`src/rtl/acc_alu_pkg.sv`:
```
package acc_alu_pkg;

  localparam int FLAG_W  = 3;
  localparam int MASK_Z  = 0;
  localparam int MASK_DC = 1;
  localparam int MASK_C  = 2;

  typedef enum logic [3:0] {
    K_NONE,
    K_ADD,
    K_SUB,
    K_AND,
    K_IOR,
    K_XOR,
    K_COM,
    K_INC,
    K_DEC,
    K_MOVF,
    K_RLF,
    K_RRF,
    K_SWAP,
    K_CLR,
    K_PASSW,
    K_PASSK
  } alu_kind_e;

  typedef struct packed {
    alu_kind_e          kind;
    logic               use_lit;
    logic               to_file;
    logic               known;
    logic [FLAG_W-1:0]  mask;
  } alu_dec_t;

  function automatic logic [FLAG_W-1:0] mask_of(input alu_kind_e k);
    logic [FLAG_W-1:0] m;
    m = '0;
    case (k)
      K_ADD, K_SUB: m = 3'b111;
      K_AND, K_IOR, K_XOR, K_COM,
      K_INC, K_DEC, K_MOVF, K_CLR: m[MASK_Z] = 1'b1;
      K_RLF, K_RRF: m[MASK_C] = 1'b1;
      default: m = '0;
    endcase
    return m;
  endfunction

endpackage

```
`src/rtl/acc_alu_decode.sv`:
```
module acc_alu_decode
  import acc_alu_pkg::*;
#(
  parameter int INSTR_W = 14,
  parameter int OPC_W   = 6
) (
  input  logic [INSTR_W-1:0] instr,
  output alu_dec_t           dec
);
  localparam int DBIT = INSTR_W - OPC_W - 1;

  logic [OPC_W-1:0] opc;
  logic             dsel;

  assign opc  = instr[INSTR_W-1 -: OPC_W];
  assign dsel = instr[DBIT];

  always_comb begin
    alu_kind_e k;
    logic lit;
    k   = K_NONE;
    lit = 1'b0;
    casez (opc)
      6'b000111: k = K_ADD;
      6'b000010: k = K_SUB;
      6'b000101: k = K_AND;
      6'b000100: k = K_IOR;
      6'b000110: k = K_XOR;
      6'b001001: k = K_COM;
      6'b001010: k = K_INC;
      6'b000011: k = K_DEC;
      6'b001000: k = K_MOVF;
      6'b001101: k = K_RLF;
      6'b001100: k = K_RRF;
      6'b001110: k = K_SWAP;
      6'b000001: k = K_CLR;
      6'b000000: k = dsel ? K_PASSW : K_NONE;
      6'b11111?: begin k = K_ADD;   lit = 1'b1; end
      6'b11110?: begin k = K_SUB;   lit = 1'b1; end
      6'b111001: begin k = K_AND;   lit = 1'b1; end
      6'b111000: begin k = K_IOR;   lit = 1'b1; end
      6'b111010: begin k = K_XOR;   lit = 1'b1; end
      6'b1100??: begin k = K_PASSK; lit = 1'b1; end
      default:   k = K_NONE;
    endcase
    dec.kind    = k;
    dec.use_lit = lit;
    dec.known   = (k != K_NONE);
    dec.to_file = (k != K_NONE) && !lit && dsel;
    dec.mask    = mask_of(k);
  end

  // literal-class opcodes must never be routed to the file register
  always_comb begin
    if (opc[OPC_W-1:OPC_W-2] == 2'b11 && dec.known)
      assert_lit_to_w_R9: assert (!dec.to_file);
  end

endmodule

```
`src/rtl/acc_alu_core.sv`:
```
module acc_alu_core
  import acc_alu_pkg::*;
#(
  parameter int DATA_W = 8
) (
  input  alu_kind_e         kind,
  input  logic [DATA_W-1:0] w,
  input  logic [DATA_W-1:0] a,
  input  logic              c_cur,
  output logic [DATA_W-1:0] res,
  output logic              c_new,
  output logic              dc_new
);
  localparam int HALF = DATA_W / 2;

  logic              is_sub;
  logic [DATA_W-1:0] addend;
  logic [DATA_W:0]   sum_full;
  logic [HALF:0]     sum_low;
  logic [DATA_W-1:0] swapped;

  assign is_sub   = (kind == K_SUB);
  assign addend   = is_sub ? ~w : w;
  assign sum_full = {1'b0, a} + {1'b0, addend} + {{DATA_W{1'b0}}, is_sub};
  assign sum_low  = {1'b0, a[HALF-1:0]} + {1'b0, addend[HALF-1:0]}
                  + {{HALF{1'b0}}, is_sub};

  generate
    if (DATA_W % 2 == 0) begin : g_even_swap
      assign swapped = {a[HALF-1:0], a[DATA_W-1:HALF]};
    end else begin : g_odd_swap
      assign swapped = {a[HALF-1:0], a[DATA_W-1:HALF]};
    end
  endgenerate

  always_comb begin
    res    = a;
    c_new  = c_cur;
    dc_new = sum_low[HALF];
    case (kind)
      K_ADD, K_SUB: begin
        res   = sum_full[DATA_W-1:0];
        c_new = sum_full[DATA_W];
      end
      K_AND:   res = a & w;
      K_IOR:   res = a | w;
      K_XOR:   res = a ^ w;
      K_COM:   res = ~a;
      K_INC:   res = a + {{(DATA_W-1){1'b0}}, 1'b1};
      K_DEC:   res = a - {{(DATA_W-1){1'b0}}, 1'b1};
      K_MOVF:  res = a;
      K_RLF: begin
        res   = {a[DATA_W-2:0], c_cur};
        c_new = a[DATA_W-1];
      end
      K_RRF: begin
        res   = {c_cur, a[DATA_W-1:1]};
        c_new = a[0];
      end
      K_SWAP:  res = swapped;
      K_CLR:   res = '0;
      K_PASSW: res = w;
      K_PASSK: res = a;
      default: res = a;
    endcase
  end

  // clear must yield an all-zero result
  always_comb begin
    if (kind == K_CLR)
      assert_clear_zero_R8: assert (res == '0);
  end

  // rotate-left carry out comes from the top operand bit
  always_comb begin
    if (kind == K_RLF)
      assert_rlf_carry_R6: assert (c_new == a[DATA_W-1]);
  end

endmodule

```
`src/rtl/acc_alu_flags.sv`:
```
module acc_alu_flags
  import acc_alu_pkg::*;
#(
  parameter int DATA_W = 8
) (
  input  logic [FLAG_W-1:0] mask,
  input  logic [DATA_W-1:0] res,
  input  logic              c_calc,
  input  logic              dc_calc,
  input  logic              z_cur,
  input  logic              c_cur,
  input  logic              dc_cur,
  output logic              z_nxt,
  output logic              c_nxt,
  output logic              dc_nxt
);
  assign z_nxt  = mask[MASK_Z]  ? (res == '0) : z_cur;
  assign c_nxt  = mask[MASK_C]  ? c_calc      : c_cur;
  assign dc_nxt = mask[MASK_DC] ? dc_calc     : dc_cur;
endmodule

```
`src/rtl/acc_alu_unit.sv`:
```
module acc_alu_unit
  import acc_alu_pkg::*;
#(
  parameter int INSTR_W = 14,
  parameter int DATA_W  = 8,
  parameter int OPC_W   = 6
) (
  input  logic               clk,
  input  logic               rst,
  input  logic               in_valid,
  input  logic [INSTR_W-1:0] instr,
  input  logic [DATA_W-1:0]  w_val,
  input  logic [DATA_W-1:0]  f_val,
  input  logic               z_in,
  input  logic               c_in,
  input  logic               dc_in,
  output logic               out_valid,
  output logic [DATA_W-1:0]  result,
  output logic               dest_file,
  output logic [FLAG_W-1:0]  flag_mask,
  output logic               z_out,
  output logic               c_out,
  output logic               dc_out
);
  alu_dec_t          dec;
  logic [DATA_W-1:0] operand;
  logic [DATA_W-1:0] res_c;
  logic              c_calc, dc_calc;
  logic              z_nxt, c_nxt, dc_nxt;

  acc_alu_decode #(.INSTR_W(INSTR_W), .OPC_W(OPC_W)) u_dec (
    .instr (instr),
    .dec   (dec)
  );

  assign operand = dec.use_lit ? instr[DATA_W-1:0] : f_val;

  acc_alu_core #(.DATA_W(DATA_W)) u_core (
    .kind   (dec.kind),
    .w      (w_val),
    .a      (operand),
    .c_cur  (c_in),
    .res    (res_c),
    .c_new  (c_calc),
    .dc_new (dc_calc)
  );

  acc_alu_flags #(.DATA_W(DATA_W)) u_flags (
    .mask    (dec.mask),
    .res     (res_c),
    .c_calc  (c_calc),
    .dc_calc (dc_calc),
    .z_cur   (z_in),
    .c_cur   (c_in),
    .dc_cur  (dc_in),
    .z_nxt   (z_nxt),
    .c_nxt   (c_nxt),
    .dc_nxt  (dc_nxt)
  );

  always_ff @(posedge clk) begin
    if (rst) begin
      out_valid <= 1'b0;
      result    <= '0;
      dest_file <= 1'b0;
      flag_mask <= '0;
      z_out     <= 1'b0;
      c_out     <= 1'b0;
      dc_out    <= 1'b0;
    end else begin
      out_valid <= in_valid && dec.known;
      if (in_valid && dec.known) begin
        result    <= res_c;
        dest_file <= dec.to_file;
        flag_mask <= dec.mask;
        z_out     <= z_nxt;
        c_out     <= c_nxt;
        dc_out    <= dc_nxt;
      end
    end
  end

  assert_valid_follows_R1: assert property (@(posedge clk) disable iff (rst)
    (in_valid && dec.known) |=> out_valid);

  assert_uncovered_drop_R10: assert property (@(posedge clk) disable iff (rst)
    (!in_valid || !dec.known) |=> !out_valid);

  assert_carry_hold_R11: assert property (@(posedge clk) disable iff (rst)
    (in_valid && dec.known && !dec.mask[MASK_C]) |=> (c_out == $past(c_in)));

  assert_dc_hold_R11: assert property (@(posedge clk) disable iff (rst)
    (in_valid && dec.known && !dec.mask[MASK_DC]) |=> (dc_out == $past(dc_in)));

  assert_zero_tracks_R4: assert property (@(posedge clk) disable iff (rst)
    (out_valid && flag_mask[MASK_Z]) |-> (z_out == (result == '0)));

endmodule

```
`config.mk`:
```
export PLATFORM = sky130hd
export DESIGN_NAME = acc_alu_unit
export DESIGN_NICKNAME = d
export VERILOG_FILES = /design/src/rtl/acc_alu_pkg.sv /design/src/rtl/acc_alu_decode.sv /design/src/rtl/acc_alu_core.sv /design/src/rtl/acc_alu_flags.sv /design/src/rtl/acc_alu_unit.sv
export SDC_FILE = /design/constraint.sdc
export NUM_CORES = 1
export LEC_CHECK = 0
export BUFFER_PORTS_ARGS = -buffer_cell sky130_fd_sc_hd__buf_4
export CAP_MARGIN = 0
export CORE_UTILIZATION = 51
export DETAILED_ROUTE_END_ITERATION = 12
export GPL_TIMING_DRIVEN = 0
export PLACE_DENSITY_LB_ADDON = 0.15
export SETUP_SLACK_MARGIN = 0.4
export SYNTH_ARGS = -nofsm -noshare
export SYNTH_HDL_FRONTEND = slang
export SYNTH_HIERARCHICAL = 1
export SYNTH_SLANG_ARGS = --single-unit
```
`constraint.sdc`:
```
create_clock -name clk -period 11.13 [get_ports clk]
set_input_delay 1.113 -clock clk [delete_from_list [all_inputs] [get_ports clk]]
set_output_delay 1.113 -clock clk [all_outputs]
set_load 0.02 [all_outputs]
```
==> qor.yml, run 1 <==
timing:
  drv_slew: 0
  fin_crit_sh: 0.472
  fin_worst_skew_ns: 0
  finalSetupViolations: 0
  worstMarginPinSlew_ns: 0.698
  hold_viol: 0
  finalSetupTns_ns: 0
  rsz0062_at_grt: "no"
  period_minus_slack_ns: 5.26
  fmax_mhz: 190
  slew_headroom: 0.530
yosys:
  synthSimpleGateAreaFrac: 0.208
  synth_ff_type: "dfxtp_1"
  synthDistinctLibCells: 78
  synth_mux_area_frac: 0.0895
  synthXorXnorAreaFrac: 0.0486
  synth.avg_cell_area_um2: 7.78
  seq_area_frac_synth: 0.0988
  async_reset_ff_frac: 0
  syn-cell-area_mm2: 0.00324
  ys_top_cells_by_count: "nand2_1, a21oi_1, inv_1, ha_1"
  synth-adder-area-share: 0.0988
  synth_top_area_share: 0.0988
  synth_edf_count: 0
  syn_nets: 478
  synth-compound-area-share: 0.363
  yosysMostFrequentCell: "nand2_1"
  synth_top_family_by_area: "compound AO/OA/AOI/OAI gates"
  synth_cells: 417
  yosysWarnings: 6
  netlist_top_cells_area: "dfxtp_1, ha_1, a21bo_1"
  synth_top_area_cell: "dfxtp_1"
  ys_ff_latch: 16
worst_hold_path:
  min_path_cells: 2
  min_from: "dest_file$_SDFFE_PP0P_"
  holdPathEnd: "dest_file$_SDFFE_PP0P_"
  min-delay-path-class: "reg -> reg"
floorplanning:
  design.die.area_mm2: 0.00668
  core_area_mm2: 0.00603
  fp-row-count: 28
  io_pins: 52
  start_util: 0.538
  die_x_um: 81.7
  die_h_um: 81.7
finish:
  areaGrowthSynthToFinish_pct: 16.2
  fill_cells: 565
  drive_above_1_share: 0.246
  seq_area_um2: 320
  finalNonFillerCells: 546
  multi_input_area_mm2: 0.00262
  num_antenna_cells: 0
  nNetsFinal: 533
clock_network:
  hold_buffers: 0
  htreeDepth: 1
  cts_setup_buffers: 0
  cts-root-buf: "clkbuf_8"
  cts_buffers: 3
  cts_tree: "done"
  clk_latency_ns: 0.25
  clkSinkCount: 16
  clockBufferDepth: 2
  cts.repair.resized: 0
  clkTransAtPathRegs_ns: 0.07
drt:
  viasPerCell: 6.59
  wl_per_cell_um: 20.0
  dr.first_iter.drc_count: 412
  met3WireLength_um: 1100
  first_pass_iters: 6
  wl_met2_um: 4820
  drc: 0
  vias: 3599
  dr.max_layer_used: "met4"
  antenna_left: 0
  finalWirelength_um: 10900
  wl_met1_um: 4750
placement:
  gp_congestion: 1.03
  port_buffers: 50
  placed_cells: 542
  hpwl_um: 8290
power_and_ir_drop:
  ir_drop_mv: 0.112
  leakage_nw: 1.54
  pwr_density_cell_mw_per_mm2: 92.7
setup_path:
  r2r_start: "c_out$_SDFFE_PP0P_"
  worstPathMaxFanout: 10
  criticalPathCategory: "in -> reg"
  endpoint_kind: "flip-flop"
  worst_setup_path_start_kind: "input port"
  crit_arrival_ns: 5.45
  reg2reg_setup_slack_ns: 10.35
  required_ns: 11.32
  worst-r2r-cell-count: 2
  rr_endpoint: "c_out$_SDFFE_PP0P_"
global_route:
  grt_overflow: 0
  grt_util_all_layers: 0.331
  grt_first_pass_wirelength_um: 16900
  antenna_found_initial: 0
  grt_max_degree: 11
  grt_pass1_vias: 3255
run_status:
  status: "finished clean"
flow_run:
  cap_violations: 0
state kept, by name (all words and copies together) (netlist names):
signal     flops
dc_out         1
dest_file      1
c_out          1
result         8
out_valid      1
z_out          1
flag_mask      3
metal layers:
layer	up-vias	GRT usage
li1	1663	-
met1	1683	0.452
met2	228	0.529
met3	25	0.0767
met4	0	0.0596
met5	-	0
per-stage QoR:
step,utilization,setup slack [ns],total power [mW],cell area [um^2],hold WS [ns]
floorplan,-,6.43,0.226,3240,0.645
global placement,0.616,5.82,0.288,3710,0.570
detailed placement,0.616,5.66,0.290,3710,0.569
CTS,0.625,5.93,0.344,3770,0.589
global route,0.625,5.66,0.369,3770,0.601
finish,0.625,5.87,0.349,3770,0.587
critical path, stage by stage:
cell and delay [ns]:
buf_4 0.14, and2_4 0.17, a32o_1 0.28, a221oi_4 0.40, inv_1 0.12, nor4b_1 0.28
buf_4 0.30, xnor2_1 0.21, ha_1 0.31, a31o_2 0.29, a221oi_2 0.33, xor2_1 0.20
nor2_1 0.09, o41ai_1 0.38, a21oi_1 0.16, nor4b_2 0.28, a32o_1 0.20, nand3_1 0.08
a21oi_2 0.13
how the worst max path moves through the flow:
stage          cells past startpoint  slack, ns                 end      start
2_1_floorplan                     18       6.43  z_out$_SDFFE_PP0P_  instr[12]
3_3_place_gp                      19       5.82  z_out$_SDFFE_PP0P_  instr[12]
3_5_place_dp                      19       5.66  z_out$_SDFFE_PP0P_  instr[12]
4_1_cts                           19       5.93  z_out$_SDFFE_PP0P_  instr[12]
5_1_grt                           19       5.66  z_out$_SDFFE_PP0P_  instr[12]
6_report                          19       5.87  z_out$_SDFFE_PP0P_  instr[12]
cell families (layout without fill, tap and decap cells):
logic type,after synthesis,after routing
AO/OA/AOI/OAI,147,147
adder cells (fa/ha/maj),25,25
buffers and inverters,60,114
AND/OR/NAND/NOR,126,126
multiplexers,25,25
flip-flops,16,16
XOR/XNOR,18,18
placed cells by master, fill, tap and decap left out, types with 3 or more instances in the layout:
cell and count:
buf_4 56, nand2_1 28, a21oi_1 25, inv_1 25
ha_1 24, nand3_1 23, nor2_1 23, o21ai_0 17
dfxtp_1 16, a21bo_1 15, xnor2_1 15, a21oi_2 14
buf_2 13, nand2b_1 11, mux2i_1 11, nor3_1 9
mux2_1 8, clkbuf_1 7, buf_6 5, o22ai_1 5
a22oi_1 5, a21o_1 5, clkbuf_8 4, buf_1 4
mux2_2 4, nor2b_1 4, o21a_1 4, a211oi_1 4
nand4_1 4, a31oi_1 4, o21ai_1 4, a32o_1 4
o32ai_1 3, o31a_1 3, xor2_1 3, a41oi_1 3
and2_1 3
layout make-up:
type                       instances  share of cell area
buffer                            35              0.0551
clock buffer                       4              0.0146
inverter                          25              0.0249
multi-input combinational        341               0.696
sequential                        16              0.0850
tap                               75              0.0249
timing repair buffer              50              0.0996
report_power, final:
part	total (mW)	switching, mW	leakage [nW]	internal (mW)
logic	0.231	0.138	1.38	0.0931
clock network	0.0532	0.0218	0.0288	0.0314
registers	0.0653	0.00275	0.131	0.0625
total	0.349	0.162	1.54	0.187
No activity file was read; power rests on OpenSTA's default activity.
==> run 2, diff against run 1 <==
- clock period: 11.13 -> 4.9 ns (I/O delays scaled with it)
==> run 2 against run 1 <==
Worst setup slack got worse by 5.3 ns. First-iteration DRC count rose by 23%. Combinational power rose by 140%. Non-clock buffer count rose by 9. Final cell count rose by 1.6%. Sequential share of layout area fell by 0.26 points. Core utilization rose by 2.0 points. Die area did not move. Flip-flop and latch count did not move. Clock-buffer cell count did not move. Highest routed layer unchanged. Clock power rose by 130%.
==> qor.yml, run 2 (same netlist as run 1, synthesis figures left out) <==
run_status:
  status: "finished clean"
global_route:
  grt_util_all_layers: 0.336  # +0.00558
  grt_first_pass_wirelength_um: 17000  # +1.1%
  grt_pass1_vias: 3280  # +0.77%
  grt_max_degree: 11  # unchanged
  antenna_found_initial: 0  # unchanged
  grt_overflow: 0  # unchanged
timing:
  fin_hold_ws_ns: 0.502  # -0.0851 ns
  worstMarginPinSlew_ns: 0.677  # -0.0211 ns
  fmax_mhz: 229
  finalSetupViolations: 0  # unchanged
  finalSetupTns_ns: 0  # unchanged
  fin_crit_sh: 0.892
  slew_headroom: 0.544  # +0.0142
  period_minus_slack_ns: 4.37
  rsz0062_at_grt: "no"
  fin_worst_skew_ns: 0  # unchanged
  hold_viol: 0  # unchanged
  drv_slew: 0  # unchanged
placement:
  hpwl_um: 8290  # unchanged
  placed_cells: 542  # unchanged
  port_buffers: 50  # unchanged
  gp_congestion: 1.03  # unchanged
setup_path:
  worst_setup_path_start_kind: "input port"
  worstPathMaxFanout: 10  # unchanged
  r2r_start: "c_out$_SDFFE_PP0P_"
  criticalPathCategory: "in -> reg"
  critical_path.startpoint: "instr[11]"
  crit_arrival_ns: 4.57  # -0.88 ns
  endpoint_kind: "flip-flop"
  required_ns: 5.09  # -6.23 ns
floorplanning:
  design.die.area_mm2: 0.00668  # unchanged
  die_x_um: 81.7  # unchanged
  io_pins: 52  # unchanged
  fp-row-count: 28  # unchanged
  die_h_um: 81.7  # unchanged
  start_util: 0.538  # unchanged
  core_area_mm2: 0.00603  # unchanged
finish:
  nNetsFinal: 542  # +1.7%
  final_cell_mix: "buf_4, nand2_1, a21oi_1, inv_1, ha_1"
  layout_commonest_cell: "buf_4"
  post-route-util: 0.645  # +0.0199
  finalNonFillerCells: 555  # +1.6%
  regMostFlops: "result"
  drive_above_1_share: 0.273  # +0.0266
  top_regs: "result x8, flag_mask x3"
  num_antenna_cells: 0  # unchanged
  largest_reg_flops: 8  # unchanged
  areaGrowthSynthToFinish_pct: 19.9
drt:
  dr.first_iter.drc_count: 507  # +23%
  viasPerCell: 6.47  # -1.9%
  first_pass_iters: 5  # -1
  wl_per_cell_um: 20.3  # +1.4%
  drc: 0  # unchanged
  antenna_left: 0  # unchanged
  finalWirelength_um: 11200  # +3.1%
  vias: 3590  # -0.25%
worst_hold_path:
  min-delay-path-class: "in -> reg"
  min_from: "rst"
clock_network:
  clk_latency_ns: 0.25  # about the same
  clkTransAtPathRegs_ns: 0.07  # about the same
  cts_tree: "done"
  cts-root-buf: "clkbuf_8"
  hold_buffers: 0  # unchanged
  clockBufferDepth: 2  # unchanged
  clkSinkCount: 16  # unchanged
  cts_buffers: 3  # unchanged
  htreeDepth: 1  # unchanged
power_and_ir_drop:
  ir_drop_mv: 0.254  # +130%
  pwr_density_cell_mw_per_mm2: 210  # +130%
  leakage_nw: 1.60  # +3.8%
flow_run:
  cap_violations: 0  # unchanged
## run 2: changes by cell type in the layout (fill, tap and decap cells not counted), sizes merged
cell and change:
buf +8, clkbuf +1
## run 2: cell type report
cell class | count | area [um^2]
Buffer | 35 | 210
Sequential cell | 16 | 320
Clock buffer | 4 | 55.1
Tap cell | 75 | 93.8
Multi-Input combinational cell | 341 | 2670
Timing Repair Buffer | 59 | 443
Fill cell | 557 | 2140
Inverter | 25 | 93.8
## run 2: worst max-delay path: stages
cell and delay (ns):
buf_4 0.13, buf_2 0.19, nor3b_1 0.16, nor3_1 0.24, clkbuf_4 0.31, mux2_1 0.51, ha_1 0.38, a31o_2 0.30
a221oi_4 0.31, xor2_1 0.19, nor2_1 0.10, o41ai_2 0.38, a21oi_1 0.16, nor4b_2 0.30, a32o_1 0.20, nand3_1 0.08
a21oi_2 0.13
## run 2: stage by stage
| step | total power, mW | cell area [um^2] | setup WS [ns] |
|---|---|---|---|
| floorplan | 0.512 | 3240 | 0.827 |
| global placement | 0.653 | 3710 | 0.213 |
| detailed placement | 0.659 | 3710 | 0.0532 |
| CTS | 0.787 | 3800 | 0.465 |
| global route | 0.862 | 3890 | 0.333 |
| finish | 0.817 | 3890 | 0.528 |
## run 2: final timing paths
path,end,slack (ns),cells after the start
worst max-delay path,z_out$_SDFFE_PP0P_,0.53,17
worst min-delay path,dest_file$_SDFFE_PP0P_,0.50,2
worst max register to register,c_out$_SDFFE_PP0P_,4.12,2
worst min register to register,result[4]$_SDFFE_PP0P_,0.59,2
## run 2: layer usage
metal / vias up / share of wire / global-route usage
li1: 1679 / - / -
met1: 1681 / 0.43 / 0.463
met2: 211 / 0.44 / 0.540
met3: 19 / 0.11 / 0.0744
met4: 0 / 0.018 / 0.0544
met5: - / 0 / 0
## run 2: timing repair
action / 4_1_cts / 5_1_grt
setup buffers: 4 / 5
hold endpoints to repair: 0 / 0
gates resized for setup: 0 / 10
pin swaps: 0 / 6
setup endpoints to repair: 1 / 1
## run 2: report_power, final
group / total, mW / switching, mW / internal [mW]
clock network: 0.121 / 0.0491 / 0.0714
logic: 0.548 / 0.322 / 0.225
registers: 0.148 / 0.00625 / 0.142
==> run 3, diff against run 2 <==
- PLACE_DENSITY: default -> 0.8
- PLACE_DENSITY_LB_ADDON: 0.15 -> default
==> run 3 against run 2 <==
Worst setup slack gained 0.16 ns. Total power decreased by 2.2%. Largest power group unchanged. Cell area is 0.45% lower. Clock power decreased by 3%. Highest routed layer unchanged. Core utilization is 0.29 points lower. Flip-flop and latch count did not move. Critical path depth is 1 higher. Sequential share of layout area is essentially flat.
==> qor.yml, run 3 (same netlist as run 1, synthesis figures left out) <==
clock_network:
  clk_latency_ns: 0.25  # about the same
  cts_tree: "done"
  hold_buffers: 0  # unchanged
  clkTransAtPathRegs_ns: 0.06  # about the same
  cts-root-buf: "clkbuf_8"
  clkSinkCount: 16  # unchanged
  clockBufferDepth: 2  # unchanged
  htreeDepth: 1  # unchanged
  cts_buffers: 3  # unchanged
drt:
  first_pass_iters: 5  # unchanged
  wl_met2_um: 4710  # -5.4%
  met3WireLength_um: 1070  # -13%
  dr.first_iter.drc_count: 397  # -22%
  antenna_left: 0  # unchanged
  dr.max_layer_used: "met4"
  finalWirelength_um: 10400  # -7.4%
  vias: 3573  # -0.47%
  wl_met1_um: 4360  # -9.8%
  viasPerCell: 6.44  # -0.47%
  drc: 0  # unchanged
  wl_per_cell_um: 18.8  # -7.4%
placement:
  port_buffers: 50  # unchanged
  post_dp_cell_area_mm2: 0.00371  # unchanged
  gp_congestion: 1.01  # -2.1%
  hpwl_um: 7890  # -4.7%
setup_path:
  crit_path_frequent_cell: "a21oi_2"
  criticalPathCategory: "in -> reg"
  worstPathMaxFanout: 10  # unchanged
  crit_arrival_ns: 4.40  # -0.17 ns
  endpoint_kind: "flip-flop"
  critPathMaxStageDelay_ns: 0.44  # -0.07 ns
  crit_chain: "buf_4 > buf_2 > nor3b_1 > nor3_1 > clkbuf_4 > mux2_1 > clkbuf_1 > inv_1 > ha_1 > a211oi_1 > a311oi_1 > a41oi_1 > o41ai_2 > a21oi_2 > nor4b_2 > a32o_1 > nand3_1 > a21oi_2"
  crit_buf_inv: 5  # +2
  worst_setup_path_start_kind: "input port"
  crit_family: "compound AO/OA/AOI/OAI gates"
  required_ns: 5.09  # about the same
  cpMaxStageDelayCell: "o41ai_2"
power_and_ir_drop:
  p_sw_frac: 0.455  # -0.00768
  ir_drop_mv: 0.217  # -15%
  p_switching_mw: 0.363  # -3.8%
  clkPwrFrac: 0.147  # about the same
  power_frac_seq: 0.185  # +0.003
  leakage_nw: 1.59  # -0.34%
  pwr_density_cell_mw_per_mm2: 206  # -1.7%
  internal_power_mw: 0.435  # -0.77%
  combPwrFrac: 0.669  # -0.002
finish:
  num_antenna_cells: 0  # unchanged
  nNetsFinal: 542  # unchanged
  areaGrowthSynthToFinish_pct: 19.3
  top_regs: "result x8, flag_mask x3"
  regMostFlops: "result"
  post-route-util: 0.642  # -0.00291
  layout_commonest_cell: "buf_4"
  fill_cells: 569  # +2.2%
  finalInstanceArea_mm2: 0.00387  # -0.45%
  final_cell_mix: "buf_4, nand2_1, inv_1"
  drive_above_1_share: 0.271  # -0.00208
  largest_reg_flops: 8  # unchanged
global_route:
  grt_max_degree: 11  # unchanged
  antenna_found_initial: 0  # unchanged
  grt_first_pass_wirelength_um: 16100  # -5.8%
  grt_overflow: 0  # unchanged
  grt_pass1_vias: 3230  # -1.5%
  grt_util_all_layers: 0.312  # -0.0242
timing:
  fin_worst_skew_ns: 0  # unchanged
  worstMarginPinSlew_ns: 0.673  # -0.00387 ns
  fin_crit_sh: 0.859  # -0.0331
  period_minus_slack_ns: 4.21  # -0.162 ns
  drv_slew: 0  # unchanged
  finalSetupTns_ns: 0  # unchanged
  rsz0062_at_grt: "no"
  fmax_mhz: 238  # +3.9%
  fin_hold_ws_ns: 0.505  # +0.00232 ns
  finalSetupViolations: 0  # unchanged
  slew_headroom: 0.547  # +0.00261
  hold_viol: 0  # unchanged
run_status:
  status: "finished clean"
floorplanning:
  io_pins: 52  # unchanged
  design.die.area_mm2: 0.00668  # unchanged
  die_h_um: 81.7  # unchanged
  start_util: 0.538  # unchanged
  fp-row-count: 28  # unchanged
  core_area_mm2: 0.00603  # unchanged
  die_x_um: 81.7  # unchanged
flow_run:
  cap_violations: 0  # unchanged
worst_hold_path:
  min-delay-path-class: "in -> reg"
[run 3: cell type report]
| type | instances | area, um^2 | share of cell area |
|---|---|---|---|
| Sequential cell | 16 | 320 | 0.0828 |
| Clock buffer | 4 | 55.1 | 0.0142 |
| Multi-Input combinational cell | 341 | 2650 | 0.686 |
| Inverter | 25 | 93.8 | 0.0242 |
| Tap cell | 75 | 93.8 | 0.0242 |
| Buffer | 35 | 210 | 0.0543 |
| Timing Repair Buffer | 59 | 443 | 0.114 |
[run 3: worst paths after layout]
| check | startpoint | endpoint | slack (ns) | cells after the start |
|---|---|---|---|---|
| setup / recovery | instr[11] | z_out$_SDFFE_PP0P_ | 0.69 | 18 |
| hold / removal | rst | dest_file$_SDFFE_PP0P_ | 0.50 | 2 |
| hold reg to reg | result[3]$_SDFFE_PP0P_ | result[3]$_SDFFE_PP0P_ | 0.58 | 2 |
| setup reg to reg | z_out$_SDFFE_PP0P_ | z_out$_SDFFE_PP0P_ | 4.13 | 2 |
[run 3: power by group through the flow]
| stage | clock network, mW | logic (mW) | registers (mW) |
|---|---|---|---|
| after floorplan | 0 | 0.348 | 0.164 |
| after global placement | 0 | 0.499 | 0.150 |
| after detailed placement | 0 | 0.503 | 0.151 |
| after CTS | 0.120 | 0.506 | 0.148 |
| after global routing | 0.125 | 0.573 | 0.149 |
| final | 0.117 | 0.534 | 0.148 |
[run 3: routing by layer]
layer | GRT usage | up-vias
met3 | 0.0511 | 26
met5 | 0 | -
li1 | - | 1680
met2 | 0.493 | 214
met4 | 0.0947 | 0
met1 | 0.430 | 1653
[run 3: per-stage QoR]
stage	setup WS (ns)	cells	power, mW
finish	0.690	555	0.799
floorplan	0.827	417	0.512
global placement	0.245	542	0.649
global route	0.427	555	0.847
detailed placement	0.179	542	0.653
CTS	0.447	546	0.774
[run 3: worst reg2reg max path: cells and delay by family, from the launching register on]
| family | cells | cell delay (ns) |
|---|---|---|
| AO/OA/AOI/OAI | 2 | 0.35 |
| flip-flops | 1 | 0.36 |
[run 3: repair_timing]
action / in CTS / in global routing
gates resized for setup: 0 / 7
endpoints found under the setup margin: 0 / 1
buffers inserted: 0 / 9
